--- config.mk ---
export PLATFORM = sky130hd
export DESIGN_NAME = cfg_t1t0_xlate
export DESIGN_NICKNAME = d
export VERILOG_FILES = /design/src/rtl/cfg_t1t0_xlate.sv
export SDC_FILE = /design/constraint.sdc
export NUM_CORES = 1
export LEC_CHECK = 0
export ABC_AREA = 0
export BUFFER_PORTS_ARGS = -buffer_cell sky130_fd_sc_hd__buf_2
export CAP_MARGIN = 20
export CORE_ASPECT_RATIO = 2
export CORE_MARGIN = 10
export CORE_UTILIZATION = 43
export CTS_BUF_LIST = sky130_fd_sc_hd__clkbuf_2
export CTS_CLUSTER_DIAMETER = 50
export DETAILED_ROUTE_END_ITERATION = 10
export MAX_ROUTING_LAYER = met4
export PLACE_DENSITY = 0.77
export SLEW_MARGIN = 5
export SYNTH_ARGS = -nofsm -noshare
export SYNTH_HDL_FRONTEND = slang
export SYNTH_SLANG_ARGS = --single-unit
export TNS_END_PERCENT = 100
--- constraint.sdc ---
create_clock -name clk -period 0.8 [get_ports clk]
set_clock_uncertainty 0.2 [all_clocks]
set_input_delay 0.04 -clock clk [delete_from_list [all_inputs] [get_ports clk]]
set_output_delay 0.04 -clock clk [all_outputs]
set_load 0.05 [all_outputs]
--- src/rtl/cfg_t1t0_xlate.sv ---
module cfg_t1t0_xlate #(
  parameter int DEV_W     = 5,
  parameter int FUNC_W    = 3,
  parameter int REG_W     = 6,
  parameter int EXT_W     = 4,
  parameter int IDSEL_LSB = 16,
  parameter int HIDE_LAST = 9
) (
  input  logic              clk,
  input  logic              rst_n,
  input  logic              req_valid,
  input  logic [DEV_W-1:0]  dev_num,
  input  logic [FUNC_W-1:0] func_num,
  input  logic [REG_W-1:0]  reg_num,
  input  logic [EXT_W-1:0]  ext_reg,
  input  logic              hide_en,
  output logic              out_valid,
  output logic [31:0]       out_addr,
  output logic              out_ur,
  output logic              out_mabort
);
  localparam int IDSEL_N = 32 - IDSEL_LSB;
  localparam int PAD_W   = IDSEL_LSB - FUNC_W - REG_W - 2;

  logic                 ext_bad, in_range, hidden, take;
  logic [IDSEL_N-1:0]   idsel;
  logic [IDSEL_LSB-1:0] low_word;

  assign ext_bad  = |ext_reg;
  assign in_range = int'(dev_num) < IDSEL_N;
  assign hidden   = hide_en && (int'(dev_num) <= HIDE_LAST);
  assign take     = req_valid && !ext_bad && !hidden;
  assign idsel    = in_range ? (IDSEL_N'(1) << dev_num) : '0;
  assign low_word = {{PAD_W{1'b0}}, func_num, reg_num, 2'b00};

  always_ff @(posedge clk or negedge rst_n) begin
    if (!rst_n) begin
      out_valid  <= 1'b0;
      out_ur     <= 1'b0;
      out_mabort <= 1'b0;
      out_addr   <= '0;
    end else begin
      out_valid  <= take;
      out_ur     <= req_valid && ext_bad;
      out_mabort <= req_valid && !ext_bad && hidden;
      out_addr   <= take ? {idsel, low_word} : '0;
    end
  end
endmodule

==> summary.txt, run 1 <==
Clock tree
  • Longest Clk Path Bufs: 2
  • H-tree depth: 1
  • CTS tree: built
  • CTS buffer count: 3
  • Worst-path clk slew: 0.26 ns
  • Root Driver: clkbuf_2
  • Sink Count: 28

STA
  • Final worst slack: -0.446 ns
  • Period utilization: 156%
  • Fmax: 0.803 GHz
  • Final setup violation count: 54
  • Final min period: approximately 1.2 ns
  • Slew Limit Fails: 0
  • RSZ-0062 raised after global routing: yes
  • Fin Hold WS: -0.303 ns
  • Hold Fails Final Rpt: 56

Global route
  • Vias in the first global route: roughly 1,300
  • Global-route wire length before repair: 6920 um
  • Met1 Resource Use GR: 15.6%
  • Met2 Use GR: between 20% and 30%
  • Grt ovf: 0
  • GR Util All Layers: 15.9%
  • Antenna violations before repair: 0
  • Global Route met3 Usage: 4.18%
  • Pin count of the biggest net entering global routing: 29
  • Gr busiest metal: met2

Worst setup path
  • WS Path Type: reg -> out
  • CP endpoint kind: primary output
  • CP cell instances: buf_6
  • Worst Path Required: 0.56 ns
  • Max stage delay cell, worst path: dfrtp_2
  • CP bufs+invs: 1
  • Critical Path Fanout Max: 1
  • Crit-path leading delay family: flip-flops
  • Arrival time worst endpoint: about 1 ns
  • Startpoint type of the worst setup path: flip-flop
  • Crit-path max cell delay: 0.47 ns

Die
  • Rows: 27
  • Core area: 2800 sq um
  • Die width: 58.3 um
  • Initial Util: 45.1%
  • Ports: 57
  • Die ar.: 5640 sq um
  • Height of the die: 96.7 um

Hold path
  • Worst Hold End: out_addr[25]$_DFF_PN0_
  • Min-Delay Path Depth: 3
  • Hold wc startpoint: hide_en
  • Worst Hold Class: in -> reg

Layout
  • Most frequent cells in the layout: 36 x buf_6, 27 x dfrtp_2, 16 x buf_2
  • Non-filler cells, final: 207
  • Post-Route Utilization: 85.7%
  • Share of cells above drive strength 1: between 70 and 80%
  • Commonest non-fill, non-tap cell in the layout: buf_6
  • Net count, final: 200
  • P&R area growth vs syn: 90.2%

Detailed routing
  • Routed Antenna Nets: 0
  • WL final: just under 5000 um
  • Initial drt markers: 51
  • WL/cell: 24.0 um
  • Routed via count: 1,161
  • Routed vias/inst: around 5.6
  • First drt pass iteration count: 4
  • Post-route DRC: 0

Job
  • Max-cap violations: 0

Synth
  • Synth cell types: 26
  • Yosys warns: 0
  • Synth Cell Area: 1260 sq um
  • Register area share after synthesis: 55.4%
  • Gate Count Post-Synth: between 100 and 150
  • Syn Area/Cell: ~12 sq um
  • Synthesized flop and latch total: 28

Pwr
  • Leak: around 1.0 nW
  • Overall Power: 2.65 mW
  • Peak VDD IR: 876 uV
  • Power per cell area: between 1000 and 1500 nW/um^2

Placed design
  • Placed Cells: 185
  • DP Worst Slack: -0.646 ns
  • DP Wirelength: 2560 um
  • I/O Buffers: 49
  • Routability cong.: approximately 0.77

Status
  • Run status: complete, but fails checks
  • Failing checks: hold timing, setup timing
==> state kept, by name, indices dropped and copies added, names as in the netlist <==
| signal | count |
|---|---|
| out_addr | 25 |
| out_mabort | 1 |
| out_valid | 1 |
| out_ur | 1 |
==> final cells by class <==
class,count,area [sq um]
clock inverters,1,3.75
clock buffers,3,15.0
inverters,1,3.75
multi-input cells,63,737
repair buffers,81,871
flip-flops and latches,28,734
well taps,29,36.3
diodes,1,2.50
fillers,122,400
==> metrics by stage <==
stage          area, sq um  setup TNS (ns)
2_1_floorplan         1420          -11.93
3_3_place_gp          1680          -14.72
3_5_place_dp          1680          -15.52
4_1_cts               2200          -16.73
5_1_grt               2400          -19.43
6_report              2400          -18.60
==> power breakdown <==
group          internal (mW)  switching, mW  total (mW)  leakage [nW]
combinational          0.269          0.412       0.681         0.690
sequential              1.43        0.00448        1.43         0.344
clock                  0.109          0.430       0.539        0.0140
==> Yosys cell counts (all sizes together) <==
library cell  count  area (sq um)
conb              1          3.75
a211oi           10          75.1
buf              11           100
and4              1          8.76
nor2              1          3.75
or4b              3          30.0
nor2b             1          6.26
or4bb             4          45.0
clkbuf            8          32.5
nand2            10          37.5
or4               2          18.8
o21ai             1          5.00
nor4             11           120
inv               1          3.75
or3               1          6.26
nor3              6          30.0
dfrtp            28           701
nand2b            3          18.8
nand4b            2          17.5
==> worst max-delay path by stage <==
stage,from,endpoint,slack (ns),cells after the start
global route,out_addr[9]$_DFF_PN0_,out_addr[9],-0.48,1
global placement,ext_reg[1],out_addr[25]$_DFF_PN0_,-0.60,4
floorplan,ext_reg[1],out_addr[25]$_DFF_PN0_,-0.55,4
finish,out_addr[16]$_DFF_PN0_,out_addr[16],-0.45,1
detailed placement,ext_reg[1],out_addr[20]$_DFF_PN0_,-0.65,4
CTS,out_addr[26]$_DFF_PN0_,out_addr[26],-0.44,1
==> what timing repair did <==
action | CTS | global route
endpoints found under the hold margin | 56 | 56
gates cloned | 3 | 1
pin swaps | 11 | 4
setup endpoints to repair | 54 | 55
buffers inserted | 0 | 5
hold buffers | 7 | 1
gates resized for setup | 87 | 25
==> metal layers <==
layer | wire length, um | vias up
met5 | 0 | -
met4 | 195 | 0
met3 | 295 | 18
met2 | 2780 | 63
met1 | 1700 | 567
li1 | - | 513
==> kinds of logic after synthesis <==
logic type,after synthesis,share of synthesized area (%)
other,1,0.297
and+or+nand+nor,45,27.1
buffers and inverters,20,10.8
DFF,28,55.4
AOI/OAI and AO/OA,11,6.34
Power figures use the tool's default switching activity.
==> run 2: changes to the inputs <==
--- a/config.mk
+++ b/config.mk
@@ -16,6 +16,7 @@
 export DETAILED_ROUTE_END_ITERATION = 10
 export MAX_ROUTING_LAYER = met4
 export PLACE_DENSITY = 0.77
+export SETUP_SLACK_MARGIN = 0.2
 export SLEW_MARGIN = 5
 export SYNTH_ARGS = -nofsm -noshare
 export SYNTH_HDL_FRONTEND = slang
==> summary.txt, run 2 (same netlist as run 1, synthesis figures left out) <==
Worst setup path
  • Crit-path leading delay family: flip-flops
  • CP cell instances: buf_6
  • Startpoint type of the worst setup path: flip-flop
  • CP endpoint kind: primary output
  • Worst Path Required: 0.56 ns (about the same)
  • Crit-path max cell delay: 0.47 ns (about the same)
  • CP bufs+invs: 1 (unchanged)
  • WP depth: 1 (unchanged)
  • Critical Path Fanout Max: 1 (unchanged)
  • Max stage delay cell, worst path: dfrtp_2
  • WS Path Type: reg -> out
  • Arrival time worst endpoint: 1.01 ns (about the same)

Global route
  • Vias in the first global route: 1,289 (+3.1%)
  • GR Util All Layers: 15.9% (-0.027 points)
  • Global-route wire length before repair: 6960 um (+0.51%)
  • Grt ovf: 0 (unchanged)
  • Pin count of the biggest net entering global routing: 29 (unchanged)
  • Antenna violations before repair: 0 (unchanged)

Die
  • Ports: 57 (unchanged)
  • Core area: 2800 sq um (unchanged)
  • Initial Util: 45.1% (unchanged)
  • Die ar.: 5640 sq um (unchanged)
  • Height of the die: 96.7 um (unchanged)
  • Die width: 58.3 um (unchanged)
  • Rows: 27 (unchanged)

Hold path
  • Min-Delay Path Depth: 3 (unchanged)
  • Worst Hold Class: in -> reg

Clock tree
  • Sink Count: 28 (unchanged)
  • H-tree depth: 1 (unchanged)
  • CTS tree: built
  • Root Driver: clkbuf_2
  • Worst-path clk slew: 0.24 ns (-0.02 ns)
  • Longest Clk Path Bufs: 2 (unchanged)
  • Hold_buf cts: 1 (-6)
  • CTS buffer count: 3 (unchanged)

Layout
  • Post-Route Utilization: 84.9% (-0.85 points)
  • Net count, final: 199 (-0.50%)
  • Most frequent cells in the layout: 40 x buf_6, 27 x dfrtp_2, 17 x buf_2
  • Largest Register: out_addr
  • Share of cells above drive strength 1: 82.4% (+4.4 points)
  • ANT cells: 0 (-1)
  • Max reg flops: 25 (unchanged)
  • Commonest non-fill, non-tap cell in the layout: buf_6
  • P&R area growth vs syn: 88.3%

Detailed routing
  • WL/cell: 22.8 um (-4.9%)
  • Routed Antenna Nets: 0 (unchanged)
  • Routed via count: 1,146 (-1.3%)
  • First drt pass iteration count: 4 (unchanged)
  • WL final: 4680 um (-5.8%)
  • Routed vias/inst: 5.59 (-0.33%)
  • Post-route DRC: 0 (unchanged)
  • Initial drt markers: 49 (-3.9%)

Pwr
  • Leak: 1.07 nW (+1.8%)
  • Power per cell area: 1100 nW/um^2 (about the same)
  • Peak VDD IR: 647 uV (-26%)
  • Overall Power: 2.62 mW (-1.0%)

STA
  • Final worst slack: -0.449 ns (-0.00339 ns)
  • Final setup violation count: 54 (unchanged)
  • Fin Hold WS: -0.342 ns (-0.0394 ns)
  • Final min period: 1.25 ns (+0.00339 ns)
  • Hold Fails Final Rpt: 54 (-3.6%)
  • Fmax: 0.800 GHz (-0.27%)
  • Period utilization: 156% (+0.42 points)
  • RSZ-0062 raised after global routing: yes
  • Slew Limit Fails: 0 (unchanged)

Status
  • Run status: complete, but fails checks
  • Failing checks: hold timing, setup timing

Placed design
  • I/O Buffers: 49 (unchanged)
  • Routability cong.: 0.764 (-1.0%)
  • DP Wirelength: 2500 um (-2.3%)

Job
  • Max-cap violations: 0 (unchanged)
## run 2: metal layers
layer | track usage (%) | vias to the layer above | routed length (um)
met5 | - | - | 0
met4 | 7.43 | 0 | 148
met3 | 3.27 | 11 | 327
met2 | 29.4 | 51 | 2780
met1 | 14.3 | 575 | 1430
li1 | - | 509 | -
## run 2: final cells by class
cell class	count	area, sq um
Sequential cell	28	734
Timing Repair Buffer	80	858
Tap cell	29	36.3
Clock buffer	4	20.0
Multi-Input combinational cell	63	727
Inverter	1	3.75
Fill cell	118	424
## run 2: final timing paths
kind / startpoint / to / slack (ns)
min in group asynchronous: rst_n / out_addr[4]$_DFF_PN0_ / -0.10
hold / removal: reg_num[3] / out_addr[5]$_DFF_PN0_ / -0.34
setup / recovery: out_addr[17]$_DFF_PN0_ / out_addr[17] / -0.45
max in group asynchronous: rst_n / out_addr[26]$_DFF_PN0_ / 0.33
## run 2: where the power goes
| group | internal (mW) | total, mW | switching, mW | leakage [nW] |
|---|---|---|---|---|
| sequential | 1.43 | 1.43 | 0.00446 | 0.344 |
| clock | 0.132 | 0.535 | 0.403 | 0.0166 |
| combinational | 0.265 | 0.657 | 0.392 | 0.706 |
| total | 1.82 | 2.62 | 0.800 | 1.07 |
## run 2: stage by stage
stage / std cells / area (sq um) / TNS [ns] / setup slack, ns
2_1_floorplan: 111 / 1430 / -11.93 / -0.548
3_3_place_gp: 186 / 1690 / -14.56 / -0.594
3_5_place_dp: 186 / 1690 / -15.73 / -0.637
4_1_cts: 198 / 2200 / -16.70 / -0.416
5_1_grt: 205 / 2380 / -19.07 / -0.473
6_report: 205 / 2380 / -18.12 / -0.449
## run 2: timing repair
| action | 4_1_cts | 5_1_grt |
|---|---|---|
| pin swaps | 16 | 4 |
| setup buffers | 2 | 7 |
| endpoints found under the setup margin | 55 | 55 |
| resized for setup | 93 | 19 |
| gates cloned | 5 | 0 |
| endpoints found under the hold margin | 56 | 53 |
==> run 3: changes to the inputs <==
--- a/config.mk
+++ b/config.mk
@@ -8,7 +8,7 @@
 export ABC_AREA = 0
 export BUFFER_PORTS_ARGS = -buffer_cell sky130_fd_sc_hd__buf_2
 export CAP_MARGIN = 20
-export CORE_ASPECT_RATIO = 2
+export CORE_ASPECT_RATIO = 1.75
 export CORE_MARGIN = 10
 export CORE_UTILIZATION = 43
 export CTS_BUF_LIST = sky130_fd_sc_hd__clkbuf_2
==> summary.txt, run 3 (same netlist as run 1, synthesis figures left out) <==
Die
  • Rows: 26 (-3.7%)
  • Core area: 2860 sq um (+2.1%)
  • Height of the die: 91.7 um (-5.1%)
  • Die width: 61.0 um (+4.5%)
  • Initial Util: 44.1% (-0.93 points)
  • Ports: 57 (unchanged)
  • Die ar.: 5590 sq um (-0.82%)

Clock tree
  • Hold_buf cts: 1 (unchanged)
  • Longest Clk Path Bufs: 2 (unchanged)
  • H-tree depth: 1 (unchanged)
  • CTS buffer count: 3 (unchanged)
  • Sink Count: 28 (unchanged)
  • Root Driver: clkbuf_2
  • CTS tree: built
  • Worst-path clk slew: 0.25 ns (about the same)

Global route
  • Global-route wire length before repair: 6420 um (-7.7%)
  • GR Util All Layers: 15.4% (-0.51 points)
  • Pin count of the biggest net entering global routing: 29 (unchanged)
  • Vias in the first global route: 1,221 (-5.3%)
  • Grt ovf: 0 (unchanged)
  • Antenna violations before repair: 1 (+1)

Detailed routing
  • First drt pass iteration count: 4 (unchanged)
  • Initial drt markers: 28 (-43%)
  • Routed Antenna Nets: 0 (unchanged)
  • WL final: 4420 um (-5.6%)
  • WL/cell: 22.2 um (-2.7%)
  • Routed via count: 1,120 (-2.3%)
  • Routed vias/inst: 5.63 (+0.68%)
  • Post-route DRC: 0 (unchanged)

Worst setup path
  • CP endpoint kind: primary output
  • CP bufs+invs: 1 (unchanged)
  • WS Path Type: reg -> out
  • Crit-path max cell delay: 0.47 ns (about the same)
  • WP depth: 1 (unchanged)
  • CP cell instances: buf_6
  • Max stage delay cell, worst path: dfrtp_2
  • Critical Path Fanout Max: 1 (unchanged)
  • Arrival time worst endpoint: 1.00 ns (about the same)
  • Worst Path Required: 0.56 ns (about the same)
  • Startpoint type of the worst setup path: flip-flop
  • Crit-path leading delay family: flip-flops

Placed design
  • I/O Buffers: 49 (unchanged)
  • Placed Cells: 184 (-1.1%)
  • Routability cong.: 0.765 (+0.16%)
  • Placed inst area: 1680 sq um (-0.52%)
  • DP Wirelength: 2430 um (-3.0%)

Layout
  • Max reg flops: 25 (unchanged)
  • Largest Register: out_addr
  • P&R area growth vs syn: 84.9%
  • Share of cells above drive strength 1: 81.8% (-0.62 points)
  • Post-Route Utilization: 81.6% (-3.3 points)
  • Net count, final: 193 (-3.0%)
  • Commonest non-fill, non-tap cell in the layout: buf_6
  • Most frequent cells in the layout: 37 x buf_6, 27 x dfrtp_2, 17 x buf_2
  • Non-filler cells, final: 199 (-2.9%)
  • Finished Cell Area: 2340 sq um (-1.8%)

STA
  • Slew Limit Fails: 0 (unchanged)
  • Period utilization: 155% (-1.5 points)
  • Fin Hold WS: -0.331 ns (+0.0115 ns)
  • RSZ-0062 raised after global routing: yes
  • Final min period: 1.24 ns (-0.0118 ns)
  • Final setup violation count: 54 (unchanged)
  • Fmax: 0.808 GHz (+0.96%)
  • Final worst slack: -0.438 ns (+0.0118 ns)
  • Hold Fails Final Rpt: 56 (+3.7%)

Job
  • Max-cap violations: 0 (unchanged)

Pwr
  • Leak: 1.04 nW (-2.5%)
  • Peak VDD IR: 1110 uV (+72%)
  • Power per cell area: 1110 nW/um^2 (+0.83%)

Hold path
  • Hold wc startpoint: func_num[0]
  • Min-Delay Path Depth: 3 (unchanged)
  • Worst Hold Class: in -> reg
  • Worst Hold End: out_addr[8]$_DFF_PN0_

Status
  • Failing checks: hold timing, setup timing
  • Run status: complete, but fails checks
-- run 3: cell types whose count changed in the layout (fill, tap and decap cells not counted), sizes merged --
cell / before / now
buf: 78 / 71
diode: 0 / 1
clkinv: 0 / 1
-- run 3: layer usage --
| layer | global-route usage, % | share of wire, % | vias to the layer above |
|---|---|---|---|
| li1 | - | - | 497 |
| met1 | 16.1 | 35 | 572 |
| met2 | 26.0 | 57 | 42 |
| met3 | 2.62 | 5.8 | 9 |
| met4 | 8.09 | 2.1 | 0 |
| met5 | - | 0 | - |
-- run 3: timing repair --
action | 4_1_cts | 5_1_grt
gates cloned | 5 | 1
gates resized for setup | 88 | 21
pin swaps | 15 | 5
endpoints found under the hold margin | 56 | 56
endpoints found under the setup margin | 55 | 56
setup buffers | 1 | 2
-- run 3: metrics by stage --
stage / setup TNS [ns] / setup WS, ns / total power, mW
after floorplan: -11.93 / -0.548 / 1.76
after global placement: -14.59 / -0.593 / 1.87
after detailed placement: -15.42 / -0.618 / 1.89
after CTS: -16.71 / -0.416 / 2.49
after global routing: -18.51 / -0.488 / 2.69
final: -17.39 / -0.438 / 2.60
-- run 3: area by class of cell --
cell class | instances | area, sq um
diodes | 1 | 2.50
clock buffers | 3 | 15.0
clock inverters | 1 | 3.75
fillers | 144 | 527
inverters | 1 | 3.75
multi-input cells | 63 | 727
flip-flops and latches | 28 | 734
well taps | 28 | 35.0
repair buffers | 74 | 815
-- run 3: where the power goes --
part / leakage, nW / internal [mW] / switching [mW] / total (mW)
Clock: 0.0140 / 0.109 / 0.402 / 0.510
Combinational: 0.681 / 0.265 / 0.391 / 0.656
Sequential: 0.344 / 1.43 / 0.00395 / 1.43
Total: 1.04 / 1.80 / 0.796 / 2.60
-- run 3: worst max-delay path by stage --
stage / slack (ns) / endpoint / start
after CTS: -0.42 / out_addr[29] / out_addr[29]$_DFF_PN0_
final: -0.44 / out_addr[31] / out_addr[31]$_DFF_PN0_
after global routing: -0.49 / out_addr[29] / out_addr[29]$_DFF_PN0_
after detailed placement: -0.62 / out_addr[25]$_DFF_PN0_ / ext_reg[1]
after floorplan: -0.55 / out_addr[25]$_DFF_PN0_ / ext_reg[1]
after global placement: -0.59 / out_addr[25]$_DFF_PN0_ / ext_reg[1]
